$ cat src/rtl/drx_pkg.sv
package drx_pkg;
  typedef enum logic [1:0] {FS_IDLE, FS_BITS, FS_GUARD} fstate_e;

  // lead delay in half-bit slots, values above 4 clamp to 4
  function automatic logic [2:0] lead_slots(input logic [2:0] code);
    return (code > 3'd4) ? 3'd4 : code;
  endfunction

  // trailing guard in half-bit slots: 0..4 direct, 5..7 mean 6
  function automatic logic [2:0] guard_slots(input logic [2:0] code);
    return (code > 3'd4) ? 3'd6 : code;
  endfunction
endpackage

$ cat src/rtl/drx_sync_det.sv
module drx_sync_det (
  input  logic clk,
  input  logic rst,
  input  logic sync_in,
  input  logic lr_mode,
  input  logic pol,
  output logic ev,
  output logic lvl
);
  logic sync_q, sync_q2;
  logic [1:0] arm;

  always_ff @(posedge clk) begin
    if (rst) begin
      sync_q  <= 1'b0;
      sync_q2 <= 1'b0;
      arm     <= 2'b00;
    end else begin
      sync_q  <= sync_in;
      sync_q2 <= sync_q;
      arm     <= {arm[0], 1'b1};
    end
  end

  logic rise, fall;
  always_comb begin
    rise = sync_q & ~sync_q2;
    fall = ~sync_q & sync_q2;
    ev   = arm[1] & (lr_mode ? (rise | fall) : (pol ? fall : rise));
    lvl  = sync_q;
  end
endmodule

$ cat src/rtl/drx_frame_ctl.sv
module drx_frame_ctl
  import drx_pkg::*;
#(
  parameter int DW = 32,
  parameter int MIN_WL = 8,
  localparam int WLW = $clog2(DW + 1)
) (
  input  logic           clk,
  input  logic           rst,
  input  logic           ev,
  input  logic           lvl,
  input  logic           lr_mode,
  input  logic [2:0]     lead,
  input  logic [2:0]     trail,
  input  logic [WLW-1:0] wlen,
  input  logic           clr,
  output logic           stb,
  output logic           done,
  output logic [WLW-1:0] wl,
  output logic           tag,
  output logic           frm_err
);
  fstate_e        st;
  logic [3:0]     cnt;
  logic [WLW-1:0] bitn;
  logic [2:0]     lead_h, guard_h;
  logic           early;

  always_comb begin
    lead_h  = lead_slots(lead);
    guard_h = guard_slots(trail);
    if (wlen < WLW'(MIN_WL))  wl = WLW'(MIN_WL);
    else if (wlen > WLW'(DW)) wl = WLW'(DW);
    else                      wl = wlen;
    stb   = (ev && lead_h == 3'd0) || (!ev && st == FS_BITS && cnt == 4'd1);
    done  = !ev && st == FS_BITS && cnt == 4'd1 && bitn == wl - 1'b1;
    early = ev && st != FS_IDLE;
  end

  always_ff @(posedge clk) begin
    if (rst) begin
      st      <= FS_IDLE;
      cnt     <= 4'd0;
      bitn    <= '0;
      tag     <= 1'b0;
      frm_err <= 1'b0;
    end else begin
      if (ev) begin
        st  <= FS_BITS;
        tag <= lr_mode & lvl;
        if (lead_h == 3'd0) begin
          cnt  <= 4'd2;
          bitn <= WLW'(1);
        end else begin
          cnt  <= {1'b0, lead_h};
          bitn <= '0;
        end
      end else if (st == FS_BITS) begin
        if (cnt == 4'd1) begin
          if (done) begin
            st  <= FS_GUARD;
            cnt <= {1'b0, guard_h} + 4'd1;
          end else begin
            cnt  <= 4'd2;
            bitn <= bitn + 1'b1;
          end
        end else begin
          cnt <= cnt - 4'd1;
        end
      end else if (st == FS_GUARD) begin
        if (cnt == 4'd1) st <= FS_IDLE;
        else             cnt <= cnt - 4'd1;
      end
      if (early)    frm_err <= 1'b1;
      else if (clr) frm_err <= 1'b0;
    end
  end

  AST_EARLY_SYNC_FLAGS: assert property (@(posedge clk) disable iff (rst)
    early |=> frm_err);
  AST_ERR_STICKY: assert property (@(posedge clk) disable iff (rst)
    (frm_err && !clr) |=> frm_err);
endmodule

$ cat src/rtl/drx_lane.sv
module drx_lane #(
  parameter int DW = 32,
  localparam int WLW = $clog2(DW + 1)
) (
  input  logic           clk,
  input  logic           rst,
  input  logic           stb,
  input  logic           done,
  input  logic           bit_in,
  input  logic           lsb_first,
  input  logic [WLW-1:0] wl,
  input  logic           tag,
  input  logic           en,
  input  logic           clr,
  input  logic           ready,
  output logic           valid,
  output logic [DW-1:0]  data,
  output logic           lr,
  output logic           ovf
);
  logic [DW-1:0] sh, sh_nx, word;

  always_comb begin
    sh_nx = lsb_first ? {bit_in, sh[DW-1:1]} : {sh[DW-2:0], bit_in};
    word  = lsb_first ? (sh_nx >> (WLW'(DW) - wl))
                      : (sh_nx & ({DW{1'b1}} >> (WLW'(DW) - wl)));
  end

  always_ff @(posedge clk) begin
    if (rst) begin
      sh    <= '0;
      valid <= 1'b0;
      data  <= '0;
      lr    <= 1'b0;
      ovf   <= 1'b0;
    end else begin
      if (stb) sh <= sh_nx;
      if (done && en) begin
        if (valid && !ready) begin
          ovf <= 1'b1;
        end else begin
          valid <= 1'b1;
          data  <= word;
          lr    <= tag;
        end
      end else if (valid && ready) begin
        valid <= 1'b0;
      end
      if (clr && !(done && en && valid && !ready)) ovf <= 1'b0;
    end
  end

  AST_HOLD_STALLED: assert property (@(posedge clk) disable iff (rst)
    (valid && !ready) |=> (valid && $stable(data) && $stable(lr)));
  AST_OVF_STICKY: assert property (@(posedge clk) disable iff (rst)
    (ovf && !clr) |=> ovf);
  AST_DISABLED_QUIET: assert property (@(posedge clk) disable iff (rst)
    (!en && !valid) |=> !valid);
endmodule

$ cat src/rtl/drx_rx.sv
module drx_rx #(
  parameter int DW = 32,
  parameter int NL = 2,
  parameter int MIN_WL = 8,
  localparam int WLW = $clog2(DW + 1)
) (
  input  logic              clk,
  input  logic              rst,
  input  logic              sync_in,
  input  logic [NL-1:0]     sd_in,
  input  logic              cfg_lr_mode,
  input  logic              cfg_lsb_first,
  input  logic              cfg_sync_pol,
  input  logic [2:0]        cfg_lead,
  input  logic [2:0]        cfg_trail,
  input  logic [WLW-1:0]    cfg_wlen,
  input  logic [NL-1:0]     lane_en,
  input  logic              clr_flags,
  input  logic [NL-1:0]     out_ready,
  output logic [NL-1:0]     out_valid,
  output logic [NL*DW-1:0]  out_data,
  output logic [NL-1:0]     out_lr,
  output logic [NL-1:0]     ovf,
  output logic              frm_err
);
  logic [NL-1:0]  sd_q;
  logic           ev, lvl, stb, done, tag;
  logic [WLW-1:0] wl;

  always_ff @(posedge clk) begin
    if (rst) sd_q <= '0;
    else     sd_q <= sd_in;
  end

  drx_sync_det u_sync (
    .clk(clk), .rst(rst), .sync_in(sync_in), .lr_mode(cfg_lr_mode),
    .pol(cfg_sync_pol), .ev(ev), .lvl(lvl)
  );

  drx_frame_ctl #(.DW(DW), .MIN_WL(MIN_WL)) u_ctl (
    .clk(clk), .rst(rst), .ev(ev), .lvl(lvl), .lr_mode(cfg_lr_mode),
    .lead(cfg_lead), .trail(cfg_trail), .wlen(cfg_wlen), .clr(clr_flags),
    .stb(stb), .done(done), .wl(wl), .tag(tag), .frm_err(frm_err)
  );

  for (genvar l = 0; l < NL; l++) begin : g_lane
    drx_lane #(.DW(DW)) u_lane (
      .clk(clk), .rst(rst), .stb(stb), .done(done), .bit_in(sd_q[l]),
      .lsb_first(cfg_lsb_first), .wl(wl), .tag(tag), .en(lane_en[l]),
      .clr(clr_flags), .ready(out_ready[l]), .valid(out_valid[l]),
      .data(out_data[l*DW +: DW]), .lr(out_lr[l]), .ovf(ovf[l])
    );
  end
endmodule

$ cat config.mk
export PLATFORM = sky130hd
export DESIGN_NAME = drx_rx
export DESIGN_NICKNAME = d
export VERILOG_FILES = /design/src/rtl/drx_pkg.sv /design/src/rtl/drx_sync_det.sv /design/src/rtl/drx_frame_ctl.sv /design/src/rtl/drx_lane.sv /design/src/rtl/drx_rx.sv
export SDC_FILE = /design/constraint.sdc
export NUM_CORES = 1
export LEC_CHECK = 0
export BUFFER_PORTS_ARGS = -buffer_cell sky130_fd_sc_hd__buf_2
export CORE_UTILIZATION = 25
export DETAILED_ROUTE_END_ITERATION = 12
export MAX_ROUTING_LAYER = met4
export PLACE_DENSITY = 0.48
export SLEW_MARGIN = 25
export SYNTH_ARGS = -nofsm -noshare
export SYNTH_HDL_FRONTEND = slang
export SYNTH_SLANG_ARGS = --single-unit
$ cat constraint.sdc
create_clock -name clk -period 6.1 [get_ports clk]
set_clock_uncertainty 0.2 [all_clocks]
set_input_delay 1.525 -clock clk [delete_from_list [all_inputs] [get_ports clk]]
set_output_delay 1.525 -clock clk [all_outputs]
set_load 0.05 [all_outputs]
==> results of run 1 <==
[cells in the mapped netlist, drive strengths merged (5+ instances only)]
master	number
clkbuf	76
o22ai	12
mux4	60
nor3	20
mux2	12
ha	13
o211a	7
nand3	33
o2bb2ai	5
or2	7
a311oi	35
a31oi	12
nor4	7
nor2	168
a22oi	33
inv	29
o221ai	5
dfxtp	154
a32o	5
a21oi	98
a221oi	10
xnor2	7
a211oi	77
o32ai	6
buf	55
and2	8
o211ai	20
a211o	8
a22o	12
nand2	136
nor2b	18
a221o	6
mux2i	34
a2111oi	5
nand2b	38
o21ai	66
[cell usage in the layout, fill, tap and decap left out, drive strengths merged, types with 33 or more instances in the layout]
master	synthesis	routed
nand2	136	136
a211oi	77	77
buf	55	146
a22oi	33	33
mux2i	34	34
nand2b	38	38
a311oi	35	35
o21ai	66	66
a21oi	98	98
nor2	168	168
nand3	33	33
mux4	60	60
dfxtp	154	154
inv	29	35
[cell type report]
| cell class | count | area (um2) | area share (%) |
|---|---|---|---|
| Clock inverter | 14 | 185 | 1.43 |
| Inverter | 30 | 118 | 0.910 |
| Tap cell | 592 | 741 | 5.73 |
| Sequential cell | 154 | 3080 | 23.8 |
| Timing Repair Buffer | 146 | 905 | 7.00 |
| Clock buffer | 18 | 439 | 3.40 |
| Multi-Input combinational cell | 1044 | 7460 | 57.7 |
[cell families after synthesis]
family	count (synthesis)
and+or+nand+nor	453
AOI/OAI and AO/OA	462
DFF	154
muxes	106
xor gates and xnor gates	10
adders and majority gates	13
buffers and inverters	161
[metrics by stage]
| stage | power, W | util (%) | cell area (um2) |
|---|---|---|---|
| 6_report | 0.00277 | 29.2 | 12900 |
| 2_1_floorplan | 0.00140 | - | 11200 |
| 3_3_place_gp | 0.00160 | 27.8 | 12300 |
| 3_5_place_dp | 0.00159 | 27.8 | 12300 |
| 4_1_cts | 0.00277 | 29.2 | 12900 |
| 5_1_grt | 0.00286 | 29.2 | 12900 |
[power breakdown]
group | total [W] | internal (W) | leakage (nW) | switching (W)
Combinational | 0.000533 | 0.000170 | 2.92 | 0.000363
Clock | 0.00119 | 0.000665 | 0.296 | 0.000520
Sequential | 0.00105 | 0.00102 | 1.24 | 0.0000290
Total | 0.00277 | 0.00186 | 4.46 | 0.000912
[layer usage]
layer | global-route usage, % | routed length (um)
met1 | 31.7 | 23500
met2 | 32.8 | 22000
met3 | 3.85 | 3710
met4 | 7.81 | 1430
met5 | - | 0
[critical path, cell delays in order]
cell and delay, ns:
buf_2 0.12, o21ba_2 0.35, nand2_8 0.13, ha_1 0.27, inv_1 0.07, ha_2 0.31
xor2_1 0.15, nor3_1 0.21, o2111ai_2 0.24, nor3_2 0.36, nand3_1 0.22, buf_4 0.28
a2111oi_0 0.77, buf_4 0.23, nor2_1 0.03
[how the worst max path moves through the flow]
| stage | from | slack (ns) | to |
|---|---|---|---|
| 2_1_floorplan | cfg_wlen[5] | 0.71 | g_lane[0].u_lane.data[14] |
| 3_3_place_gp | cfg_wlen[5] | 0.65 | g_lane[0].u_lane.data[14] |
| 3_5_place_dp | cfg_wlen[5] | 0.56 | g_lane[0].u_lane.data[14] |
| 4_1_cts | cfg_wlen[5] | 1.07 | g_lane[0].u_lane.data[14] |
| 5_1_grt | cfg_wlen[5] | 0.80 | g_lane[1].u_lane.data[6] |
| 6_report | cfg_wlen[5] | 0.98 | g_lane[1].u_lane.data[6] |
[flip-flops by register name, indices dropped and copies added (netlist names)]
name / count
g_lane.u_lane.ovf: 2
u_ctl.tag: 1
u_ctl.cnt: 4
u_sync.arm: 2
sd_q: 2
g_lane.u_lane.data: 64
u_ctl.bitn: 6
u_sync.lvl: 1
u_ctl.frm_err: 1
g_lane.u_lane.valid: 2
g_lane.u_lane.sh: 64
u_ctl.st: 2
u_sync.sync_q2: 1
g_lane.u_lane.lr: 2
==> impl_metrics.env, run 1 <==
export IMPL_drive_gt1_share_pct=19.6
export IMPL_synth_simple_area_share_pct=18.5
export IMPL_ys_seq_area_share_pct=27.5
export IMPL_worst_pin_slew_ns=1.01
export IMPL_coreArea_um2=44200
export IMPL_clk_latency_ns=0.47
export IMPL_finalCritPeriodShare_pct=83.9
export IMPL_fmax_ghz=0.195
export IMPL_instances_no_fill=1998
export IMPL_synth_seq_cells=154
export IMPL_ant_nets=0
export IMPL_yosys_area_share_xor_xnor_pct=0.848
export IMPL_firstDrtPassIters=7
export IMPL_fin_crit_ns=5.12
export IMPL_status="finished, final reports clean"
export IMPL_maxCapViolations=0
export IMPL_yosysUniqueCellTypes=85
export IMPL_start_kind="input port"
export IMPL_synth_top_area_share_pct=27.5
export IMPL_viasPerCell=5.84
export IMPL_synth_compound_area_share_pct=29.2
export IMPL_rsz0062_at_grt="false"
export IMPL_drt_drc_violations_left=0
export IMPL_min_to="u_sync.arm[1]"
export IMPL_synthAdderAreaFrac_pct=1.45
export IMPL_die_h_um=214
export IMPL_gp_congestion=0.980
export IMPL_cts_max_level=4
export IMPL_worstHoldPathCells=1
export IMPL_clk_path_buf_depth=2
export IMPL_drv_slew=0
export IMPL_hold_path_startpoint="u_sync.arm[0]"
export IMPL_cts_tree="yes"
export IMPL_antenna_found_initial=0
export IMPL_diodes=0
export IMPL_grt_usage_pct=22.7
export IMPL_area_growth_pct=15.2
export IMPL_grt_pass1_vias=10700
export IMPL_leakagePower_nw=4.46
export IMPL_cts_reportedPaths_clkPinSlew_ns=0.07
export IMPL_worstHoldPathType="register to register"
export IMPL_drtIter0Drc=1284
export IMPL_grt_overflow=0
export IMPL_synth_area_leaders="dfxtp_1, mux4_2, nor2_1, a211oi_1, nand2_1"
export IMPL_syn_inst=1359
export IMPL_syn_avg_cell_area_um2=8.25
export IMPL_die_w_um=214
export IMPL_placedCellCount=1966
export IMPL_io_buffer_count=95
export IMPL_worstReg2RegEnd="g_lane[1].u_lane.data[6]"
export IMPL_post_place_ws_ns=0.557
export IMPL_powerDensity_nw_per_um2=214
export IMPL_worstPathArrival_ns=5.27
export IMPL_synth_area_um2=11200
export IMPL_io_pins=96
export IMPL_worst_slack_ns=0.983
export IMPL_wl_per_cell_um=25.4
export IMPL_crit_path_end_kind="register"
export IMPL_grt_pass1_wl_um=73900
export IMPL_via_count=11700
export IMPL_cts_resized=0
export IMPL_ys_flop_type="dfxtp_1"
export IMPL_required_ns=6.25
export IMPL_setup_worst_path_class="input port to register"
export IMPL_nets=1431
export IMPL_dieArea_um2=45700
export IMPL_setup_viol=0
export IMPL_post_dp_hpwl_um=36500
export IMPL_fill_cells=4716
export IMPL_hold_ws_ns=0.238
export IMPL_root_buffer="clkbuf_16"
export IMPL_synth_async_sr_flop_share_pct=0
export IMPL_start_util_pct=25.4
export IMPL_synth_enable_flop_cells=0
export IMPL_cts_sinks=154
export IMPL_ir_drop_mv=0.172
export IMPL_final_setup_tns_ns=0
export IMPL_synth_area_leader_cell="dfxtp_1"
export IMPL_grt_max_degree=97
export IMPL_synth_top_family_by_area="compound AO/OA/AOI/OAI gates"
export IMPL_r2r_start="u_sync.lvl"
export IMPL_wl_um=50700
export IMPL_critPathMaxFanout=21
export IMPL_yosysWarnings=0
export IMPL_num_rows=77
export IMPL_synth_nets=1397
export IMPL_final_hold_violation_count=0
export IMPL_hold_buffers=0
export IMPL_regToRegSetupSlack_ns=2.33
export IMPL_relSlewSlack_pct=32.4
export IMPL_cts_buffers=17
export IMPL_muxShareOfSynthArea_pct=16.3
export IMPL_cts_setup_buffers=0
export IMPL_r2r_worst_path_cells=11
Note: power is estimated with default switching activity, not from simulation.
==> run 2, diff against run 1 <==
==> constraint.sdc (replaced) <==
create_clock -name clk -period 4.8 [get_ports clk]
set_clock_uncertainty 0.2 [all_clocks]
set_input_delay 1.2 -clock clk [delete_from_list [all_inputs] [get_ports clk]]
set_output_delay 1.2 -clock clk [all_outputs]
set_load 0.05 [all_outputs]
==> run 2 against run 1 <==
  * First-iteration DRC count increased by 3.6%
  * Power is 27% higher
  * Critical path depth unchanged
  * Non-clock buffer count grew 54
  * Clock power rose by 23%
  * Combinational power rose by 37%
  * Register-to-register slack got worse by 0.89 ns
  * Hold slack gained 0.0038 ns
  * Sequential share of layout area fell by 0.88 points
  * Utilization rose by 1.1 points
  * Routed wire length grew 1.1%
  * Setup slack got worse by 0.69 ns
  * Highest routed layer unchanged
==> impl_metrics.env, run 2 (same netlist as run 1, synthesis figures left out) <==
export IMPL_status="finished, final reports clean"
export IMPL_via_count=11700
export IMPL_regArea_um2=3080
export IMPL_viasPerCell=5.69
export IMPL_cts_buffers=17
export IMPL_hold_path_startpoint="u_sync.arm[0]"
export IMPL_cts_resized=0
export IMPL_area_growth_pct=19.7
export IMPL_crit_path_end_kind="register"
export IMPL_grt_pass1_vias=10900
export IMPL_worstHoldPathType="register to register"
export IMPL_start_kind="input port"
export IMPL_dieArea_um2=45700
export IMPL_setup_viol=0
export IMPL_start_util_pct=25.4
export IMPL_cp_common_cell="buf_4"
export IMPL_die_h_um=214
export IMPL_finish_instance_area_um2=13400
export IMPL_final_hold_violation_count=0
export IMPL_grt_pass1_wl_um=75500
export IMPL_cts_sinks=154
export IMPL_post_dp_hpwl_um=38100
export IMPL_drive_gt1_share_pct=22.5
export IMPL_setup_worst_path_class="input port to register"
export IMPL_leakagePower_nw=4.75
export IMPL_maxCapViolations=0
export IMPL_finalCritPeriodShare_pct=93.9
export IMPL_drt_drc_violations_left=0
export IMPL_grt_max_degree=101
export IMPL_gp_congestion=1.01
export IMPL_worst_pin_slew_ns=1.02
export IMPL_cts_setup_buffers=0
export IMPL_cts_tree="yes"
export IMPL_final_common_cell="nor2_1"
export IMPL_clk_latency_ns=0.46
export IMPL_fin_crit_ns=4.51
export IMPL_root_buffer="clkbuf_16"
export IMPL_post_dp_cell_area_um2=12800
export IMPL_regToRegSetupSlack_ns=1.44
export IMPL_worstReg2RegEnd="g_lane[1].u_lane.data[4]"
export IMPL_relSlewSlack_pct=31.6
export IMPL_r2r_worst_path_cells=11
export IMPL_rsz0062_at_grt="false"
export IMPL_multi_input_area_um2=7460
export IMPL_grt_overflow=0
export IMPL_final_core_util_pct=30.4
export IMPL_firstDrtPassIters=6
export IMPL_worstPathArrival_ns=4.65
export IMPL_drtIter0Drc=1330
export IMPL_worstHoldPathCells=1
export IMPL_powerDensity_nw_per_um2=262
export IMPL_post_place_ws_ns=-0.0981
export IMPL_critical_path_slowest_cell="a2111oi_0"
export IMPL_die_w_um=214
export IMPL_fill_cells=4714
export IMPL_reg_top3="g_lane.u_lane.data: 64 flops, g_lane.u_lane.sh: 64 flops, u_ctl.bitn: 6 flops"
export IMPL_hold_ws_ns=0.242
export IMPL_cpPeakStageDelay_ns=0.70
export IMPL_grt_usage_pct=23.1
export IMPL_clk_path_buf_depth=2
export IMPL_io_buffer_count=95
export IMPL_wl_per_cell_um=25.0
export IMPL_required_ns=4.95
export IMPL_min_to="u_sync.arm[1]"
export IMPL_ir_drop_mv=0.257
export IMPL_r2r_start="u_sync.lvl"
export IMPL_io_pins=96
export IMPL_fmax_ghz=0.222
export IMPL_nets=1485
export IMPL_coreArea_um2=44200
export IMPL_num_rows=77
export IMPL_hold_buffers=0
export IMPL_antenna_found_initial=1
export IMPL_worst_slack_ns=0.294
export IMPL_wl_um=51200
export IMPL_drv_slew=0
export IMPL_crit_chain="buf_2, o21ba_2, nand2_1, ha_1, inv_1, ha_2, xor2_1, nor3_1, o2111ai_2, nor4_2, buf_4, o21ai_0, a2111oi_0, buf_4, nor2_1"
export IMPL_final_cell_mix="nor2_1, dfxtp_1, nand2_1"
export IMPL_cts_reportedPaths_clkPinSlew_ns=0.07
export IMPL_cts_max_level=4
export IMPL_critPathMaxFanout=9
export IMPL_ant_nets=0
export IMPL_final_setup_tns_ns=0
## run 2: cell count changes in the layout (fill, tap and decap cells not counted), moves of 2 or more
cell,before,now
buf_12,3,12
clkinv_4,2,0
clkinvlp_4,3,5
buf_4,49,94
## run 2: stage by stage
stage | total power, W | cells
6_report | 0.00352 | 2053
5_1_grt | 0.00364 | 2053
4_1_cts | 0.00354 | 2052
3_5_place_dp | 0.00208 | 2020
3_3_place_gp | 0.00209 | 2020
2_1_floorplan | 0.00178 | 1359
## run 2: metal layers
metal,vias to the layer above,track usage [%],wire length (um)
met1,5776,33.7,24700
met4,0,7.34,1220
met3,60,3.21,3530
li1,5336,-,-
met2,511,32.5,21800
met5,-,-,0
## run 2: layout make-up
class                   instances  share of cell area [%]
multi-input cells            1044                    55.6
flip-flops and latches        154                    23.0
repair buffers                200                    10.6
well taps                     592                    5.52
clock buffers                  18                    3.27
clock inverters                14                    1.19
inverters                      30                   0.876
diodes                          1                  0.0186
## run 2: worst max-delay path by stage
stage / from / end / slack, ns / cells past startpoint
3_3_place_gp: cfg_wlen[5] / g_lane[1].u_lane.data[4] / 0.03 / 15
5_1_grt: cfg_wlen[5] / g_lane[1].u_lane.data[4] / 0.16 / 15
3_5_place_dp: cfg_wlen[5] / g_lane[1].u_lane.data[4] / -0.1 / 15
2_1_floorplan: cfg_wlen[3] / g_lane[1].u_lane.data[7] / 0.02 / 17
4_1_cts: cfg_wlen[5] / g_lane[1].u_lane.data[4] / 0.40 / 15
6_report: cfg_wlen[5] / g_lane[1].u_lane.data[4] / 0.29 / 15
## run 2: critical path: cells and delay by family
kind / cells / cell delay [ns]
buffers and inverters: 4 / 0.66
adder cells (fa/ha/maj): 2 / 0.51
XOR/XNOR: 1 / 0.15
AO/OA/AOI/OAI: 4 / 1.44
AND/OR/NAND/NOR: 4 / 0.70
## run 2: where the power goes
group | internal [W] | switching, W | total [W]
clock | 0.000792 | 0.000665 | 0.00146
combinational | 0.000257 | 0.000474 | 0.000731
sequential | 0.00130 | 0.0000368 | 0.00133
